## src/rtl/gpio_af_pkg.sv

```systemverilog
package gpio_af_pkg;
  localparam int NPIN   = 8;
  localparam int NXINT  = 4;
  localparam int PIN_SCL = 0;
  localparam int PIN_SDA = 1;
  localparam int PIN_RXD = 2;
  localparam int PIN_TXD = 3;
  localparam int PIN_CMP = 4;
  localparam int PIN_XCK = 5;
  localparam int PIN_ADR = 6;
  localparam int PIN_CKO = 7;

  // one override bundle per pin: enable/value pairs
  typedef struct packed {
    logic pu_en;
    logic pu_val;
    logic dir_en;
    logic dir_val;
    logic val_en;
    logic val_val;
    logic die_en;
    logic die_val;
  } ovr_t;
endpackage

```

## src/rtl/gpio_af_map.sv

```systemverilog
module gpio_af_map
  import gpio_af_pkg::*;
#(
  parameter int MASK_W      = 3,
  parameter int ADDR_THRESH = 6
) (
  input  logic [NPIN-1:0]  port_q,
  input  logic [NPIN-1:0]  ddr_q,
  input  logic             pu_dis,
  input  logic [NXINT-1:0] xint_en,
  input  logic             tx_en,
  input  logic             tx_data,
  input  logic             rx_en,
  input  logic             twi_en,
  input  logic             scl_drive_low,
  input  logic             sda_drive_low,
  input  logic             xck_en,
  input  logic             xck_out,
  input  logic             cmp_en,
  input  logic             cmp_out,
  input  logic             xmem_en,
  input  logic [MASK_W-1:0] addr_mask,
  input  logic             addr_bit,
  input  logic             clko_en,
  input  logic             clk_div,
  output ovr_t [NPIN-1:0]  ovr
);
  localparam logic [MASK_W:0] THR = (MASK_W+1)'(ADDR_THRESH);

  logic adr_take;
  logic xck_drive;

  assign adr_take  = xmem_en & ({1'b0, addr_mask} < THR);
  assign xck_drive = xck_en & ddr_q[PIN_XCK];

  always_comb begin
    ovr = '0;
    // external interrupts keep their pins sensed
    for (int i = 0; i < NXINT; i++) begin
      ovr[i].die_en  = xint_en[i];
      ovr[i].die_val = 1'b1;
    end
    // two-wire pair: open-drain emulation
    if (twi_en) begin
      ovr[PIN_SCL].pu_en   = 1'b1;
      ovr[PIN_SCL].pu_val  = port_q[PIN_SCL] & ~pu_dis;
      ovr[PIN_SCL].dir_en  = 1'b1;
      ovr[PIN_SCL].dir_val = scl_drive_low;
      ovr[PIN_SCL].val_en  = 1'b1;
      ovr[PIN_SCL].val_val = 1'b0;
      ovr[PIN_SDA].pu_en   = 1'b1;
      ovr[PIN_SDA].pu_val  = port_q[PIN_SDA] & ~pu_dis;
      ovr[PIN_SDA].dir_en  = 1'b1;
      ovr[PIN_SDA].dir_val = sda_drive_low;
      ovr[PIN_SDA].val_en  = 1'b1;
      ovr[PIN_SDA].val_val = 1'b0;
    end
    // serial receive: forced input, pull-up kept under port control
    if (rx_en) begin
      ovr[PIN_RXD].pu_en   = 1'b1;
      ovr[PIN_RXD].pu_val  = port_q[PIN_RXD] & ~pu_dis;
      ovr[PIN_RXD].dir_en  = 1'b1;
      ovr[PIN_RXD].dir_val = 1'b0;
    end
    // serial transmit: forced output with data
    if (tx_en) begin
      ovr[PIN_TXD].pu_en   = 1'b1;
      ovr[PIN_TXD].pu_val  = 1'b0;
      ovr[PIN_TXD].dir_en  = 1'b1;
      ovr[PIN_TXD].dir_val = 1'b1;
      ovr[PIN_TXD].val_en  = 1'b1;
      ovr[PIN_TXD].val_val = tx_data;
    end
    // timer compare: value only
    ovr[PIN_CMP].val_en  = cmp_en;
    ovr[PIN_CMP].val_val = cmp_out;
    // synchronous clock: value only when the direction says drive
    ovr[PIN_XCK].val_en  = xck_drive;
    ovr[PIN_XCK].val_val = xck_out;
    // address bit
    if (adr_take) begin
      ovr[PIN_ADR].pu_en   = 1'b1;
      ovr[PIN_ADR].pu_val  = 1'b0;
      ovr[PIN_ADR].dir_en  = 1'b1;
      ovr[PIN_ADR].dir_val = 1'b1;
      ovr[PIN_ADR].val_en  = 1'b1;
      ovr[PIN_ADR].val_val = addr_bit;
    end
    // divided clock output, independent of reset
    if (clko_en) begin
      ovr[PIN_CKO].pu_en   = 1'b1;
      ovr[PIN_CKO].pu_val  = 1'b0;
      ovr[PIN_CKO].dir_en  = 1'b1;
      ovr[PIN_CKO].dir_val = 1'b1;
      ovr[PIN_CKO].val_en  = 1'b1;
      ovr[PIN_CKO].val_val = clk_div;
    end
  end
endmodule

```

## src/rtl/gpio_af_cell.sv

```systemverilog
module gpio_af_cell
  import gpio_af_pkg::*;
(
  input  logic port_b,
  input  logic dir_b,
  input  logic pu_dis,
  input  logic gate_off,
  input  ovr_t ovr,
  output logic pad_o,
  output logic pad_en,
  output logic pull_en,
  output logic din_en
);
  logic pull_base;

  assign pull_base = ~dir_b & port_b & ~pu_dis;
  assign pull_en   = ovr.pu_en  ? ovr.pu_val  : pull_base;
  assign pad_en    = ovr.dir_en ? ovr.dir_val : dir_b;
  assign pad_o     = ovr.val_en ? ovr.val_val : port_b;
  assign din_en    = ovr.die_en ? ovr.die_val : ~gate_off;
endmodule

```

## src/rtl/gpio_af_sync.sv

```systemverilog
module gpio_af_sync #(
  parameter int W      = 8,
  parameter int STAGES = 2
) (
  input  logic         clk,
  input  logic         rst_n,
  input  logic [W-1:0] d,
  output logic [W-1:0] q
);
  logic [W-1:0] st [STAGES];

  always_ff @(posedge clk or negedge rst_n) begin
    if (!rst_n) begin
      for (int k = 0; k < STAGES; k++) st[k] <= '0;
    end else begin
      st[0] <= d;
      for (int k = 1; k < STAGES; k++) st[k] <= st[k-1];
    end
  end

  assign q = st[STAGES-1];
endmodule

```

## src/rtl/gpio_af_port.sv

```systemverilog
module gpio_af_port
  import gpio_af_pkg::*;
#(
  parameter int MASK_W      = 3,
  parameter int ADDR_THRESH = 6,
  parameter int SYNC_STAGES = 2
) (
  input  logic              clk,
  input  logic              rst_n,
  input  logic [NPIN-1:0]   port_q,
  input  logic [NPIN-1:0]   ddr_q,
  input  logic              pu_dis,
  input  logic              in_gate_off,
  input  logic [NXINT-1:0]  xint_en,
  input  logic              tx_en,
  input  logic              tx_data,
  input  logic              rx_en,
  input  logic              twi_en,
  input  logic              scl_drive_low,
  input  logic              sda_drive_low,
  input  logic              xck_en,
  input  logic              xck_out,
  input  logic              cmp_en,
  input  logic              cmp_out,
  input  logic              xmem_en,
  input  logic [MASK_W-1:0] addr_mask,
  input  logic              addr_bit,
  input  logic              clko_en,
  input  logic              clk_div,
  input  logic [NPIN-1:0]   pad_in,
  output logic [NPIN-1:0]   pad_out,
  output logic [NPIN-1:0]   pad_oe,
  output logic [NPIN-1:0]   pad_pu,
  output logic [NPIN-1:0]   pin_sync
);
  ovr_t [NPIN-1:0] ovr;
  logic [NPIN-1:0] din_en;

  gpio_af_map #(.MASK_W(MASK_W), .ADDR_THRESH(ADDR_THRESH)) u_map (
    .port_q(port_q), .ddr_q(ddr_q), .pu_dis(pu_dis), .xint_en(xint_en),
    .tx_en(tx_en), .tx_data(tx_data), .rx_en(rx_en), .twi_en(twi_en),
    .scl_drive_low(scl_drive_low), .sda_drive_low(sda_drive_low),
    .xck_en(xck_en), .xck_out(xck_out), .cmp_en(cmp_en), .cmp_out(cmp_out),
    .xmem_en(xmem_en), .addr_mask(addr_mask), .addr_bit(addr_bit),
    .clko_en(clko_en), .clk_div(clk_div), .ovr(ovr)
  );

  for (genvar i = 0; i < NPIN; i++) begin : g_pin
    gpio_af_cell u_cell (
      .port_b  (port_q[i]),
      .dir_b   (ddr_q[i]),
      .pu_dis  (pu_dis),
      .gate_off(in_gate_off),
      .ovr     (ovr[i]),
      .pad_o   (pad_out[i]),
      .pad_en  (pad_oe[i]),
      .pull_en (pad_pu[i]),
      .din_en  (din_en[i])
    );
  end

  gpio_af_sync #(.W(NPIN), .STAGES(SYNC_STAGES)) u_sync (
    .clk(clk), .rst_n(rst_n), .d(pad_in & din_en), .q(pin_sync)
  );
endmodule

```

## config.mk

```make
export PLATFORM = sky130hd
export DESIGN_NAME = gpio_af_port
export DESIGN_NICKNAME = d
export VERILOG_FILES = /design/src/rtl/gpio_af_pkg.sv /design/src/rtl/gpio_af_map.sv /design/src/rtl/gpio_af_cell.sv /design/src/rtl/gpio_af_sync.sv /design/src/rtl/gpio_af_port.sv
export SDC_FILE = /design/constraint.sdc
export NUM_CORES = 1
export LEC_CHECK = 0
export BUFFER_PORTS_ARGS = -buffer_cell sky130_fd_sc_hd__buf_2
export CAP_MARGIN = 30
export CORE_UTILIZATION = 40
export DETAILED_ROUTE_END_ITERATION = 8
export PLACE_DENSITY = 0.89
export SLEW_MARGIN = 20
export SYNTH_ARGS = -nofsm -noshare
export SYNTH_HDL_FRONTEND = slang
export SYNTH_SLANG_ARGS = --single-unit
```

## constraint.sdc

```tcl
create_clock -name clk -period 1.2 [get_ports clk]
set_input_delay 0.06 -clock clk [delete_from_list [all_inputs] [get_ports clk]]
set_output_delay 0.06 -clock clk [all_outputs]
set_load 0.02 [all_outputs]
```

Word-level counts from Yosys, hierarchy flattened
Cells that the tools add are included.
{"block": "totals", "register_bits": 16, "latch_bits": 0, "ram_bits": 0, "rom_bits": 0, "inputBits": 49, "out_inout_bits": 32, "wordCells": 64, "memories": 0}
{"block": "op_classes", "addsub": 0, "multipliers": 0, "div": 0, "order_cmp": 1, "eq_ne": 0, "shifts": 0, "n_mux": 29, "bitwise_logic": 32, "reduce_logical": 0}
{"op": "two-way mux 6 bit", "count": 5}
{"op": "two-way mux 1 bit", "count": 23}
{"op": "AND 1 bit", "count": 21}
{"op": "NOT 1 bit", "count": 10}
{"op": "AND 8 bit", "count": 1}
{"op": "two-way mux 4 bit", "count": 1}
{"op": "< comparator 3 bit (second input constant)", "count": 1}

Longest topological paths before layout
Gate-level depths: netlist of the first run.
{"block": "depth", "word_depth": 4, "ltp_mapped": 3, "ltp_nobuf": 2}

Modules after synthesis
From an unflattened synthesis of the first run, not the netlist that was laid out.
{"block": "hier_totals", "hier_cells": 165, "hier_area_um2": 1432.6}
{"module": "gpio_af_map", "instances": 1, "cells_per_inst": 69, "area_per_inst_um2": 501.7, "seq_area_each_um2": 0.0}
{"module": "gpio_af_sync", "instances": 1, "cells_per_inst": 24, "area_per_inst_um2": 460.4, "seq_area_each_um2": 400.4}
{"module": "gpio_af_cell", "instances": 8, "cells_per_inst": 8, "area_per_inst_um2": 52.6, "seq_area_each_um2": 0.0}
{"module": "gpio_af_port", "instances": 1, "cells_per_inst": 8, "area_per_inst_um2": 50.0, "seq_area_each_um2": 0.0}

Least setup slack after synthesis of the first run
Ideal clock, no wire load.
{"block": "synth_timing", "kind": "input-to-output", "from": "input xmem_en", "to": "output pad_out[6]", "t_arrival_ns": 0.692, "path_slack_ns": 0.448, "path_stages": 3, "path_cell_list": "a21boi_4 -> mux2_4 -> buf_4"}
{"block": "synth_via", "elab_chain_cells": 3}
{"item": "start, declared", "line": "gpio_af_port.sv:25", "rtl": "input logic xmem_en,"}
{"item": "AND 1 bit", "line": "gpio_af_map.sv:33", "rtl": "assign adr_take = xmem_en & ({1'b0, addr_mask} < THR);"}
{"item": "two-way mux 6 bit", "line": "gpio_af_map.sv:81", "rtl": "if (adr_take) begin"}
{"item": "two-way mux 1 bit", "line": "gpio_af_cell.sv:19", "rtl": "assign pad_o = ovr.val_en ? ovr.val_val : port_b;"}
{"item": "end, declared", "line": "gpio_af_port.sv:31", "rtl": "output logic [NPIN-1:0] pad_out,"}
No other way between the ends.

Worst setup path after layout of the first run
{"block": "layout_timing", "from": "input addr_mask[2]", "to": "output pad_out[6]"}
{"block": "layout_via", "elab_chain_cells": 4}
{"item": "start, declared", "line": "gpio_af_port.sv:26", "rtl": "input logic [MASK_W-1:0] addr_mask,"}
{"item": "< comparator 3 bit", "line": "gpio_af_map.sv:33"}
{"item": "AND 1 bit", "line": "gpio_af_map.sv:33"}
{"item": "two-way mux 6 bit", "line": "gpio_af_map.sv:81"}
{"item": "two-way mux 1 bit", "line": "gpio_af_cell.sv:19"}
No other way between the ends.

==> impl_metrics.py, run 1 <==
metrics = {
    "routing": {
        "drt-wirelength-per-cell_um": 8.79,
        "detail_route.first_pass.iterations": 4,
        "wl_um": 1490,
        "drcViolationCount": 0,
        "drtIter0Drc": 5,
        "vias": 732,
        "postRouteAntennaNets": 0,
        "viasPerCell": 4.33,
    },
    "flow_run": {
        "drv_cap": 0,
    },
    "clock_tree": {
        "cts_max_path_buffers": 2,
        "cts-root-buf": "clkbuf_4",
        "numCtsBuffers": 3,
        "clkLatencyLatePin_ns": 0.26,
        "tritoncts": "done",
        "h-tree-depth": 1,
        "cts_sinks": 16,
        "cts.clk_slew.worst_paths_ns": 0.07,
        "cts_setup_buffers": 0,
        "cts.repair.resized": 0,
    },
    "power": {
        "vdd_ir_drop_max_uv": 676,
        "p_sw_frac": 0.267,
        "p_comb_frac": 0.271,
        "power_density_mw_per_mm2": 963,
        "pwr-share-seq": 0.511,
        "netSwitchingPower_uw": 301,
        "p_int_uw": 825,
        "p_leak_uw": 0.000683,
        "clkPwrFrac": 0.218,
    },
    "timing": {
        "fmax_mhz": 1140,
        "setup_violations": 0,
        "rsz0062_at_grt": "false",
        "tightest_slew_ns": 0.332,
        "setup_tns_ns": 0,
        "setup_ws_ns": 0.322,
        "skew_ns": 0.000352,
        "fin_crit_sh": 0.731,
        "hold_viol_final": 0,
        "min_period_ns": 0.878,
        "whs_ns": 0.00856,
        "relSlewSlack": 0.778,
        "final_max_slew_viol_count": 0,
    },
    "worst_hold_path": {
        "hold_path_class": "input pin to flop",
    },
    "cells_and_area": {
        "final_common_cell": "buf_2",
        "finish.instance_area_mm2": 0.00117,
        "finalNetCount": 192,
        "num_antenna_cells": 0,
        "area_growth_pct": 23.4,
        "stdcell_count": 169,
        "final_cell_mix": "79 x buf_2, 16 x dfrtp_1, 9 x nor2b_1, 5 x nand2_1",
        "drive_gt1_frac": 0.638,
    },
    "grt": {
        "grt_pass1_wl_um": 2230,
        "gr-total-overflow": 0,
        "grt_pass1_vias": 623,
        "antenna_found_initial": 0,
        "grt_max_degree": 17,
        "track_usage": 0.114,
    },
    "outcome": {
        "status": "complete, no violations",
    },
    "yosys": {
        "synthMuxAreaShare": 0.0396,
        "yosysSeqAreaShare": 0.423,
        "synth_top_family_by_area": "buffers and inverters",
        "avgSynthCellArea_um2": 10.5,
        "ys_types": 19,
        "synth_area_um2": 947,
        "synth-simple-area-share": 0.189,
        "synth_top_area_cell": "dfrtp_1",
        "yosys-top-cells-area": "dfrtp_1 42%, buf_4 25%, nor2b_1 5.9%",
        "ys_ff_latch": 16,
        "synth_top_cell_area_share": 0.423,
        "synth-compound-area-share": 0.0674,
        "syn-num-nets": 139,
        "synth_xor_area_frac": 0,
        "netlist_instances": 90,
        "synthAdderAreaFrac": 0,
        "yosys_warnings": 0,
    },
    "die": {
        "core_area_mm2": 0.00221,
        "rows": 17,
        "start_util": 0.428,
        "die_x_um": 50.7,
        "io_pins": 81,
        "fp.dieH_um": 50.7,
        "die_area_mm2": 0.00257,
    },
    "critical_path": {
        "arrival_ns": 0.82,
        "cp-end-kind": "output pin",
        "worst_setup_path_start_kind": "input pin",
        "criticalPathCategory": "input pin to output pin",
        "path_max_fanout": 3,
        "required_ns": 1.14,
    },
    "placement": {
        "dpl_worst_slack_ns": 0.320,
        "place_area_mm2": 0.00113,
        "place_congestion": 0.681,
        "placed_cells": 164,
        "port-buffer-count": 79,
    },
}
[critical path, stage by stage]
cell      delay, ns
buf_2          0.11
a21boi_4       0.18
mux2_4         0.31
buf_2          0.16
[power groups by stage]
stage               registers (uW)  clock network [uW]  logic [uW]
CTS                            576                 259         308
floorplan                      585                   0         237
detailed placement             587                   0         303
finish                         575                 245         305
global placement               586                   0         294
global route                   578                 286         331
[kinds of logic (layout without fill, tap and decap cells)]
kind of cell,after synthesis,in the layout
AO/OA/AOI/OAI,7,7
buffers and inverters,37,88
flip-flops,16,16
multiplexers,3,3
AND/OR/NAND/NOR,27,27
[layer usage]
layer	vias to the layer above	wire (um)	GRT usage	part of all wire
met5	-	0	0	0
met3	2	182	0.0242	0.12
met1	318	446	0.0875	0.30
met4	0	15	0.0556	0.010
met2	56	842	0.251	0.57
li1	356	-	-	-
[metrics by stage]
stage	total power [uW]	util
2_1_floorplan	822	-
3_3_place_gp	881	0.509
3_5_place_dp	890	0.509
4_1_cts	1140	0.528
5_1_grt	1190	0.528
6_report	1130	0.528
[cell type report]
type | count | area, um2
well taps | 28 | 35.0
repair buffers | 81 | 415
fillers | 194 | 1040
clock buffers | 3 | 22.5
inverters | 4 | 15.0
multi-input cells | 37 | 280
flip-flops and latches | 16 | 400
[state kept, by name, summed over array words and instances, names as in the netlist]
register,flops
u_sync.q,8
u_sync.st,8
[synthesized netlist by cell type]
cell,instances
nor4b_2,1
nor2b_1,9
inv_1,4
or2_2,2
a21o_1,2
buf_4,32
buf_6,1
mux2_4,1
mux2_1,1
nor3b_2,2
or2_1,1
nand2b_1,2
nor3_1,2
a21boi_4,1
a21boi_0,4
mux2_2,1
dfrtp_1,16
nor3b_1,3
nand2_1,5
[repair_timing]
| action | CTS | global route |
|---|---|---|
| endpoints found under the setup margin | 0 | 0 |
| hold buffers | 2 | 0 |
| hold endpoints to repair | 17 | 0 |
[worst paths after layout]
check	start	cells after the start	slack (ns)	endpoint
max	addr_mask[2]	4	0.32	pad_out[6]
min	pad_in[6]	2	0.009	u_sync.st[14]$_DFF_PN0_
max reg2reg	u_sync.st[8]$_DFF_PN0_	0	0.73	u_sync.q[0]$_DFF_PN0_
min reg2reg	u_sync.st[15]$_DFF_PN0_	0	0.35	u_sync.q[7]$_DFF_PN0_
max in group asynchronous	rst_n	2	0.72	u_sync.q[4]$_DFF_PN0_
min in group asynchronous	rst_n	2	0.23	u_sync.st[9]$_DFF_PN0_
No activity file was read; power rests on OpenSTA's default activity.
==> run 2: changes to the inputs <==
Settings changed: CORE_UTILIZATION 40 to 34, PLACE_DENSITY 0.89 to 0.81.
Clock period 1.2 ns to 0.8 ns, I/O delays scaled along.
==> impl_metrics.py, run 2 (same netlist as run 1, synthesis figures left out) <==
metrics = {
    "power": {
        "p_leak_uw": 0.000737,
        "clkPwrFrac": 0.263,
        "p_sw_frac": 0.263,
        "p_comb_frac": 0.280,
        "vdd_ir_drop_max_uv": 769,
        "design_power_total_uw": 1900,
        "power_density_mw_per_mm2": 1440,
        "p_int_uw": 1400,
        "pwr-share-seq": 0.457,
        "netSwitchingPower_uw": 501,
    },
    "clock_tree": {
        "cts_sinks": 16,
        "numCtsBuffers": 3,
        "cts_max_path_buffers": 2,
        "clkLatencyLatePin_ns": 0.27,
        "cts.clk_slew.worst_paths_ns": 0.09,
        "cts_setup_buffers": 0,
        "cts-root-buf": "clkbuf_4",
        "tritoncts": "done",
        "h-tree-depth": 1,
    },
    "grt": {
        "grt_max_degree": 17,
        "track_usage": 0.117,
        "antenna_found_initial": 0,
        "grt_pass1_vias": 605,
        "gr-total-overflow": 0,
        "grt_pass1_wl_um": 2430,
    },
    "timing": {
        "rsz0062_at_grt": "true",
        "min_period_ns": 0.832,
        "relSlewSlack": 0.789,
        "hold_viol_final": 0,
        "tightest_slew_ns": 0.316,
        "final_max_slew_viol_count": 0,
        "skew_ns": 0.00508,
        "setup_ws_ns": -0.0318,
        "setup_violations": 8,
        "fmax_mhz": 1200,
        "fin_crit_sh": 1.04,
    },
    "critical_path": {
        "worst_setup_path_start_kind": "flop",
        "critPathBufInv": 1,
        "cp_cell_sequence": "buf_6",
        "criticalPathCategory": "flop to output pin",
        "critPathTopFamily": "flip-flops",
        "path_max_fanout": 1,
        "cp-end-kind": "output pin",
        "arrival_ns": 0.79,
        "critPathMaxStageDelay_ns": 0.39,
        "required_ns": 0.76,
        "crit_path_top_delay_cell": "dfrtp_1",
    },
    "routing": {
        "postRouteAntennaNets": 0,
        "wl_um": 2060,
        "drtIter0Drc": 2,
        "drt-wirelength-per-cell_um": 11.6,
        "detail_route.first_pass.iterations": 4,
        "drcViolationCount": 0,
        "viasPerCell": 4.09,
        "vias": 728,
    },
    "die": {
        "rows": 18,
        "die_x_um": 54.8,
        "io_pins": 81,
        "start_util": 0.372,
        "fp.dieH_um": 54.8,
        "die_area_mm2": 0.00300,
        "core_area_mm2": 0.00254,
    },
    "worst_hold_path": {
        "hold_path_class": "input pin to flop",
    },
    "placement": {
        "place_congestion": 0.606,
        "dpl.hpwl_um": 1610,
        "port-buffer-count": 79,
        "dpl_worst_slack_ns": -0.0479,
        "place_area_mm2": 0.00113,
    },
    "cells_and_area": {
        "area_growth_pct": 39.6,
        "final_common_cell": "buf_2",
        "final_cell_mix": "66 x buf_2, 16 x dfrtp_1, 12 x buf_6, 9 x nor2b_1, 8 x dlygate4sd3_1",
        "finalNetCount": 198,
        "utilization": 0.520,
        "num_antenna_cells": 0,
        "num-fill-cells": 241,
        "finish.instance_area_mm2": 0.00132,
        "drive_gt1_frac": 0.615,
    },
    "outcome": {
        "failed_checks": "negative setup slack",
        "status": "complete, but fails checks",
    },
    "flow_run": {
        "drv_cap": 0,
    },
}
==> run 2: cell types whose count changed in the layout (fill, tap and decap cells not counted) <==
cell,delta
buf_2,-13
buf_6,+12
dlygate4sd3_1,+6
a21boi_0,-1
a21boi_1,+1
buf_4,+1
clkbuf_8,+1
==> run 2: through the flow <==
stage	cells	hold slack, ns	setup TNS (ns)
global route	178	0.0101	-0.499
floorplan	90	-0.256	0
CTS	175	0.000555	-0.240
global placement	166	-0.0586	-0.0251
finish	178	0.00558	-0.170
detailed placement	166	-0.0514	-0.0479
==> run 2: timing repair <==
action / 4_1_cts / 5_1_grt
resized for setup: 20 / 3
pin swaps: 1 / 0
setup endpoints to repair: 9 / 11
hold endpoints to repair: 20 / 2
hold buffers: 5 / 3
==> run 2: final timing paths <==
kind	slack [ns]	cells past startpoint	startpoint	endpoint
max	-0.03	1	u_sync.q[0]$_DFF_PN0_	pin_sync[0]
min	0.006	3	xint_en[1]	u_sync.st[9]$_DFF_PN0_
max in group asynchronous	0.37	2	rst_n	u_sync.q[4]$_DFF_PN0_
min reg2reg	0.35	0	u_sync.st[13]$_DFF_PN0_	u_sync.q[5]$_DFF_PN0_
max reg2reg	0.32	0	u_sync.st[9]$_DFF_PN0_	u_sync.q[1]$_DFF_PN0_
min in group asynchronous	0.19	2	rst_n	u_sync.st[9]$_DFF_PN0_
==> run 2: layer usage <==
metal / wire length, um / part of all wire / vias to the layer above / track usage
met5: 0 / 0 / - / 0
met2: 1240 / 0.60 / 24 / 0.199
met1: 721 / 0.35 / 332 / 0.140
li1: - / - / 370 / -
met3: 74 / 0.036 / 2 / 0
met4: 27 / 0.013 / 0 / 0.0897
==> run 2: power groups by stage <==
stage | Clock [uW] | Sequential [uW] | Combinational (uW)
6_report | 501 | 869 | 533
5_1_grt | 559 | 873 | 579
4_1_cts | 509 | 870 | 519
3_5_place_dp | 0 | 880 | 461
3_3_place_gp | 0 | 879 | 449
2_1_floorplan | 0 | 878 | 356
==> run 2: area by class of cell <==
| cell class | instances | area (um2) | area share |
|---|---|---|---|
| multi-input combinational | 37 | 280 | 0.212 |
| tap | 30 | 37.5 | 0.0284 |
| clock buffer | 4 | 36.3 | 0.0274 |
| timing repair buffer | 87 | 553 | 0.418 |
| inverter | 4 | 15.0 | 0.0114 |
| sequential | 16 | 400 | 0.303 |
==> run 3: changes to the inputs <==
Settings changed: BUFFER_PORTS_ARGS -buffer_cell sky130_fd_sc_hd__buf_2 to -buffer_cell sky130_fd_sc_hd__clkbuf_2, RECOVER_POWER set to 100.
==> impl_metrics.py, run 3 (same netlist as run 1, synthesis figures left out) <==
metrics = {
    "critical_path": {
        "arrival_ns": 0.78,
        "path_max_fanout": 1,
        "critPathTopFamily": "flip-flops",
        "criticalPathCategory": "flop to output pin",
        "critPathMaxStageDelay_ns": 0.38,
        "cp_cell_sequence": "buf_6",
        "crit_path_top_delay_cell": "dfrtp_1",
        "r2r_setup_slack_ns": 0.31,
        "required_ns": 0.76,
        "worst_setup_path_start_kind": "flop",
        "critPathBufInv": 1,
        "r2r-end": "u_sync.q[1]$_DFF_PN0_",
        "regToRegStartpoint": "u_sync.st[9]$_DFF_PN0_",
        "r2r_cells": 0,
        "cp-end-kind": "output pin",
    },
    "timing": {
        "min_period_ns": 0.823,
        "tightest_slew_ns": 0.349,
        "hold_viol_final": 1,
        "relSlewSlack": 0.767,
        "fmax_mhz": 1220,
        "skew_ns": 0.000428,
        "setup_ws_ns": -0.0226,
        "fin_crit_sh": 1.03,
        "setup_violations": 8,
        "rsz0062_at_grt": "true",
        "whs_ns": -0.00545,
        "final_max_slew_viol_count": 0,
    },
    "routing": {
        "detail_route.first_pass.iterations": 4,
        "wl_um": 2070,
        "viasPerCell": 4.10,
        "drtIter0Drc": 14,
        "postRouteAntennaNets": 0,
        "vias": 746,
        "drcViolationCount": 0,
        "drt-wirelength-per-cell_um": 11.4,
    },
    "clock_tree": {
        "cts.clk_slew.worst_paths_ns": 0.08,
        "clkLatencyLatePin_ns": 0.27,
        "cts_max_path_buffers": 2,
        "cts_sinks": 16,
        "tritoncts": "done",
        "cts-root-buf": "clkbuf_4",
        "h-tree-depth": 1,
        "numCtsBuffers": 3,
    },
    "placement": {
        "port-buffer-count": 79,
        "dpl_worst_slack_ns": -0.0351,
        "place_congestion": 0.598,
        "placed_cells": 166,
        "dpl.hpwl_um": 1660,
    },
    "power": {
        "p_leak_uw": 0.000701,
        "vdd_ir_drop_max_uv": 697,
        "power_density_mw_per_mm2": 1360,
    },
    "worst_hold_path": {
        "min_path_cells": 3,
        "hold-path-endpoint": "u_sync.st[9]$_DFF_PN0_",
        "hold_path_class": "input pin to flop",
        "hp-start": "xint_en[1]",
    },
    "cells_and_area": {
        "num-fill-cells": 248,
        "stdcell_count": 182,
        "drive_gt1_frac": 0.487,
        "num_antenna_cells": 0,
        "final_common_cell": "clkbuf_2",
        "area_growth_pct": 38.6,
        "finalNetCount": 203,
        "final_cell_mix": "52 x clkbuf_2, 16 x clkbuf_1, 16 x dfrtp_1, 12 x dlygate4sd3_1",
    },
    "die": {
        "rows": 18,
        "die_area_mm2": 0.00300,
        "core_area_mm2": 0.00254,
        "die_x_um": 54.8,
        "io_pins": 81,
        "start_util": 0.372,
        "fp.dieH_um": 54.8,
    },
    "grt": {
        "gr-total-overflow": 0,
        "grt_max_degree": 17,
        "grt_pass1_vias": 680,
        "track_usage": 0.127,
        "antenna_found_initial": 0,
        "grt_pass1_wl_um": 2700,
    },
    "flow_run": {
        "drv_cap": 0,
    },
    "outcome": {
        "failed_checks": "negative hold slack, negative setup slack",
        "status": "complete, but fails checks",
    },
}
[run 3: worst max-delay path by stage]
| stage | start | to | slack, ns | cells after the start |
|---|---|---|---|---|
| finish | u_sync.q[4]$_DFF_PN0_ | pin_sync[4] | -0.02 | 1 |
| global route | u_sync.q[4]$_DFF_PN0_ | pin_sync[4] | -0.07 | 1 |
| CTS | u_sync.q[4]$_DFF_PN0_ | pin_sync[4] | -0.04 | 1 |
| global placement | addr_mask[2] | pad_out[6] | -0.01 | 4 |
| detailed placement | addr_mask[2] | pad_out[6] | -0.04 | 4 |
| floorplan | xmem_en | pad_out[6] | 0.09 | 3 |
[run 3: report_power, final]
group	switching (uW)	internal [uW]	leakage (uW)
clock network	207	174	0.0000138
logic	269	266	0.000486
registers	15.7	854	0.000201
[run 3: layout make-up]
class | instances | area, um2 | area share
sequential | 16 | 400 | 0.305
multi-input combinational | 37 | 275 | 0.210
inverter | 4 | 15.0 | 0.0114
timing repair buffer | 92 | 562 | 0.428
clock buffer | 3 | 22.5 | 0.0172
tap | 30 | 37.5 | 0.0286
[run 3: repair_timing]
item                                    in CTS  in global routing
hold buffers                                11                  1
endpoints found under the setup margin       9                  9
gates resized for setup                      0                 30
endpoints found under the hold margin       23                  1
buffers inserted                             0                  1
pin swaps                                    1                  1
[run 3: stage by stage]
stage | hold slack (ns) | cell area, um2 | TNS (ns) | power, uW | util
6_report | -0.00545 | 1310 | -0.126 | 1780 | 0.516
5_1_grt | 0.00461 | 1310 | -0.530 | 1900 | 0.516
4_1_cts | 0.00371 | 1260 | -0.292 | 1760 | 0.496
3_5_place_dp | -0.0402 | 1130 | -0.0351 | 1350 | 0.443
3_3_place_gp | -0.0488 | 1130 | -0.0129 | 1330 | 0.443
2_1_floorplan | -0.256 | 947 | 0 | 1230 | -
[run 3: layer usage]
layer	routed length, um	GRT usage	part of all wire	vias up
li1	-	-	-	378
met5	0	0	0	-
met2	1260	0.217	0.61	20
met4	21	0.0855	0.010	0
met1	732	0.150	0.35	346
met3	60	0.0111	0.029	2
[run 3: tightest hold or removal path, cell delays in order]
cell,delay [ns]
clkbuf_2,0.08
inv_1,0.03
a21boi_0,0.07
